$ cat src/rtl/quad_dac_ctrl.sv
module quad_dac_ctrl #(
  parameter int CH = 4,
  parameter int DW = 16,
  parameter int FW = 24,
  parameter logic [DW-1:0] RST_CODE = '0
) (
  input  logic             clk,
  input  logic             rst_n,
  input  logic             sclk_i,
  input  logic             csn_i,
  input  logic             sdi_i,
  input  logic             load_n_i,
  input  logic             ldac_n_i,
  input  logic             clr_n_i,
  output logic             sdo_o,
  output logic [CH*DW-1:0] dac_o
);
  localparam int AW = $clog2(CH);
  localparam int QB = FW - AW - 1;
  localparam logic [5:0] IDLE = 6'b010111;

  logic [5:0] m1_q, m2_q;
  logic s_sclk, s_csn, s_sdi, s_load, s_ldac, s_clr;
  logic g_q, load_q, sdo_q;
  logic [FW-1:0] sr_q;
  logic [DW-1:0] in_q  [CH];
  logic [DW-1:0] dac_q [CH];

  always_ff @(posedge clk or negedge rst_n)
    if (!rst_n) begin
      m1_q <= IDLE;
      m2_q <= IDLE;
    end else begin
      m1_q <= {sclk_i, csn_i, sdi_i, load_n_i, ldac_n_i, clr_n_i};
      m2_q <= m1_q;
    end

  assign {s_sclk, s_csn, s_sdi, s_load, s_ldac, s_clr} = m2_q;

  wire strobe    = s_sclk | s_csn;
  wire shift     = strobe & ~g_q & s_load;
  wire fall      = ~strobe & g_q;
  wire load_fall = load_q & ~s_load;

  always_ff @(posedge clk or negedge rst_n)
    if (!rst_n) begin
      g_q    <= 1'b1;
      load_q <= 1'b1;
      sr_q   <= '0;
      sdo_q  <= 1'b0;
    end else begin
      g_q    <= strobe;
      load_q <= s_load;
      if (shift) sr_q  <= {sr_q[FW-2:0], s_sdi};
      if (fall)  sdo_q <= sr_q[FW-1];
    end

  assign sdo_o = sdo_q;

  for (genvar c = 0; c < CH; c++) begin : g_ch
    wire hit = load_fall && (sr_q[QB] || sr_q[FW-1 -: AW] == AW'(c));

    always_ff @(posedge clk or negedge rst_n)
      if (!rst_n) begin
        in_q[c]  <= RST_CODE;
        dac_q[c] <= RST_CODE;
      end else if (!s_clr) begin
        in_q[c]  <= RST_CODE;
        dac_q[c] <= RST_CODE;
      end else begin
        if (hit)     in_q[c]  <= sr_q[DW-1:0];
        if (!s_ldac) dac_q[c] <= in_q[c];
      end

    assign dac_o[c*DW +: DW] = dac_q[c];

    a_r9_clear_forces_code: assert property (@(posedge clk) disable iff (!rst_n)
      !s_clr |=> (dac_q[c] == RST_CODE && in_q[c] == RST_CODE));
    a_r8_follow_when_low: assert property (@(posedge clk) disable iff (!rst_n)
      (s_clr && !s_ldac) |=> dac_q[c] == $past(in_q[c]));
    a_r8_hold_when_high: assert property (@(posedge clk) disable iff (!rst_n)
      (s_clr && s_ldac) |=> $stable(dac_q[c]));
    a_r3_broadcast_all: assert property (@(posedge clk) disable iff (!rst_n)
      (load_fall && sr_q[QB] && s_clr) |=> in_q[c] == in_q[0]);
  end

  a_r6_no_shift_in_load: assert property (@(posedge clk) disable iff (!rst_n)
    !s_load |=> $stable(sr_q));
  a_r6_no_shift_both_high: assert property (@(posedge clk) disable iff (!rst_n)
    (s_sclk && s_csn && g_q) |=> $stable(sr_q));
  a_r7_sdo_on_fall_only: assert property (@(posedge clk) disable iff (!rst_n)
    !fall |=> $stable(sdo_q));
endmodule

$ cat config.mk
export PLATFORM = sky130hd
export DESIGN_NAME = quad_dac_ctrl
export DESIGN_NICKNAME = d
export VERILOG_FILES = /design/src/rtl/quad_dac_ctrl.sv
export SDC_FILE = /design/constraint.sdc
export NUM_CORES = 1
export LEC_CHECK = 0
export BUFFER_PORTS_ARGS = -buffer_cell sky130_fd_sc_hd__buf_2
export CELL_PAD_IN_SITES_DETAIL_PLACEMENT = 1
export CELL_PAD_IN_SITES_GLOBAL_PLACEMENT = 1
export CORE_MARGIN = 2
export CORE_UTILIZATION = 40
export DETAILED_ROUTE_END_ITERATION = 10
export PLACE_DENSITY = 0.79
export RECOVER_POWER = 25
export SETUP_SLACK_MARGIN = 0.3
export SKIP_LAST_GASP = 1
export SLEW_MARGIN = 20
export SYNTH_ARGS = -nofsm -noshare
export SYNTH_HDL_FRONTEND = slang
export SYNTH_SLANG_ARGS = --single-unit
$ cat constraint.sdc
create_clock -name clk -period 1.4 [get_ports clk]
set_input_delay 0.21 -clock clk [delete_from_list [all_inputs] [get_ports clk]]
set_output_delay 0.21 -clock clk [all_outputs]
set_load 0.05 [all_outputs]
==> reports/qor.yml <==
hold_class: "in -> async"
seqCellArea_mm2: 0.00420
worstSkewPairLatency_ps: 450
syn_to_final_growth_pct: 57.7
violations: "negative setup slack"
die_x_um: 134
crit_fanout: 7
ys_seq_area_frac: 0.618
fin_area_mm2: 0.0107
start_util: 0.409
netlist.area_leader.share: 0.579
die_h_um: 134
hold_violations: 0
cts_made_buffers: 17
core-area_mm2: 0.0166
first_pass_iters: 4
fin_nets: 734
rsz0062_at_grt: "true"
placedInstanceArea_mm2: 0.00749
cap_violations: 0
cp.required_ps: 1740
reg2reg_from: "sr_q[23]"
design.die.area_mm2: 0.0180
wl_per_cell_um: 27.3
avgSynthCellArea_um2: 13.4
rows: 47
grt_pass1_wl_um: 34300
cp_slowest_cell: "dfrtp_1"
rrSetupSlack_ps: -310
dpl.hpwl_um: 9820
status: "finished with violations"
setup.worst_path.start_class: "register"
io_pins: 73
synth_top_family_by_area: "multiplexers"
slew_headroom: 0.555
synth_mux_area_frac: 0.230
synthAdderAreaFrac: 0
grt_max_degree: 58
final-setup-viol-count: 149
worst_pin_slew_ps: 668
port_buffers: 72
drc: 0
finalWorstSetupSlack_ps: -312
fillers: 1524
yosys.area_share.simple: 0.112
crit_start: "sr_q[23]"
peakVddDrop_uv: 978
vias_per_cell: 5.38
cts_sinks: 167
synth_compound_area_frac: 0.00793
antenna_left: 0
synth_area_mm2: 0.00679
yosys_warnings: 0
cts_tree: "built"
worstSetupPathType: "reg -> reg"
multiInputGateArea_mm2: 0.00281
layout-drive-gt1-share: 0.467
cellPowerDensity_mw_per_mm2: 1150
slowest_delay_ps: 460
grt_usage: 0.261
fin_crit_sh: 1.22
rr_worst_depth: 7
critPathArrivalTime_ps: 2050
whs_ps: 313
ys_top_cells_by_area: "dfrtp_1, mux2i_1, nor2b_1"
htree_levels: 4
drt_iter0_markers: 326
min_period_ps: 1710
synthXorXnorAreaFrac: 0
cp-end-kind: "register"
cts_buffer_depth: 2
gp_congestion: 0.786
cp_cell_sequence: "buf_6 -> buf_4 -> nor2b_4 -> o21ai_4 -> buf_12 -> buf_16 -> mux2i_1"
syn_inst: 508
endpoint: "in_q[41]"
post-route-util: 0.645
syn_nets: 516
cts_root_buffer: "clkbuf_16"
yosysTopAreaCell: "dfrtp_1"
leakagePower_nw: 5.23
fin_skew_ps: 12.5
antennaDiodeCount: 0
grt_overflow_total: 0
max_freq_mhz: 584
drt-total-wl_um: 26200
clk_pin_slew_ps: 70
synth_cell_types: 18
grt_pass1_vias: 5546
antenna_found_initial: 0
drv_slew: 0
r2r_end: "in_q[41]"
dr_total_vias: 5157
ys_ff_latch: 167
==> worst min-delay path by stage <==
| stage | start | endpoint | slack, ps | cells past startpoint |
|---|---|---|---|---|
| 4_1_cts | rst_n | m1_q[5] | 130 | 2 |
| 2_1_floorplan | rst_n | dac_o[0] | -90 | 0 |
| 6_report | rst_n | dac_o[31] | 310 | 2 |
| 3_3_place_gp | rst_n | m1_q[5] | 30 | 1 |
| 5_1_grt | rst_n | dac_o[31] | 360 | 2 |
| 3_5_place_dp | rst_n | m1_q[5] | 30 | 1 |
==> per-stage QoR <==
step | total power [mW] | setup WS [ps] | std cells | TNS, ps
after floorplan | 5.55 | -86.3 | 508 | -2000
after global placement | 5.81 | -23.7 | 787 | -682
after detailed placement | 5.84 | -139 | 787 | -3810
after CTS | 11.9 | -105 | 921 | -4200
after global routing | 12.5 | -295 | 959 | -22780
final | 12.3 | -312 | 959 | -17810
==> cell type report <==
type                            instances  area share
Clock buffer                           20      0.0427
Clock inverter                         12      0.0253
Inverter                                1    0.000351
Multi-Input combinational cell        309       0.262
Sequential cell                       167       0.393
Tap cell                              220      0.0257
Timing Repair Buffer                  230       0.251
==> state kept, by name, summed over array words and instances, names as in the netlist <==
name    flops
load_q      1
in_q       64
dac_o      64
m2_q        6
m1_q        6
g_q         1
sr_q       24
sdo_o       1
==> repair_timing <==
item / in CTS / in global routing
gates cloned: 15 / 2
buffers inserted: 80 / 36
pin swaps: 3 / 5
gates resized for setup: 193 / 88
setup endpoints to repair: 217 / 218
hold buffers: 7 / 0
hold endpoints to repair: 167 / 0
==> where the power goes <==
part	internal [mW]	leakage, nW	switching [mW]
sequential	4.98	2.28	0.176
combinational	0.577	2.61	0.604
clock	3.80	0.350	2.11
total	9.36	5.23	2.89
==> critical path: cells and delay by family, from the launching register on <==
| family | cells | cell delay, ps |
|---|---|---|
| buffers and inverters | 4 | 540 |
| muxes | 1 | 320 |
| and+or+nand+nor | 1 | 40 |
| AOI/OAI and AO/OA | 1 | 240 |
| DFF | 1 | 460 |
==> cell usage in the layout (no fill, tap or decap), types with 2 or more instances in the layout <==
cell,instances
dlygate4sd3_1,7
dfstp_4,2
clkbuf_1,3
buf_8,2
nor2b_4,4
dfrtp_1,155
bufinv_16,8
mux2i_4,16
mux2i_1,97
o21ai_4,3
nand2_1,70
nor2b_2,4
buf_12,19
buf_16,16
buf_6,94
mux2i_2,15
nor2b_1,60
clkinv_4,2
mux2_4,25
dfrtp_2,2
clkbuf_8,2
nand2_2,10
buf_2,5
dfstp_2,8
buf_4,83
clkbuf_16,19
==> routing by layer <==
layer / vias to the layer above / track usage / wire [um]
met1: 2760 / 0.310 / 10100
met3: 63 / 0.0552 / 1300
met5: - / 0 / 0
li1: 2133 / - / -
met2: 201 / 0.457 / 13900
met4: 0 / 0.114 / 857
==> synth_stat cells <==
library cell	number
a21oi_1	1
buf_12	1
buf_2	5
buf_4	9
buf_6	5
clkbuf_1	11
dfrtp_1	157
dfstp_2	10
inv_1	1
mux2_1	1
mux2_2	24
mux2i_1	128
nand2_1	81
nor2_1	2
nor2b_1	67
nor2b_4	1
nor3b_4	1
o21ai_4	3
==> cell families (layout without fill, tap and decap cells) <==
family                 after synthesis  in the layout
DFF                                167            167
muxes                              153            153
AOI/OAI and AO/OA                    4              4
buffers and inverters               32            263
and+or+nand+nor                    152            152
Power figures use the tool's default switching activity.
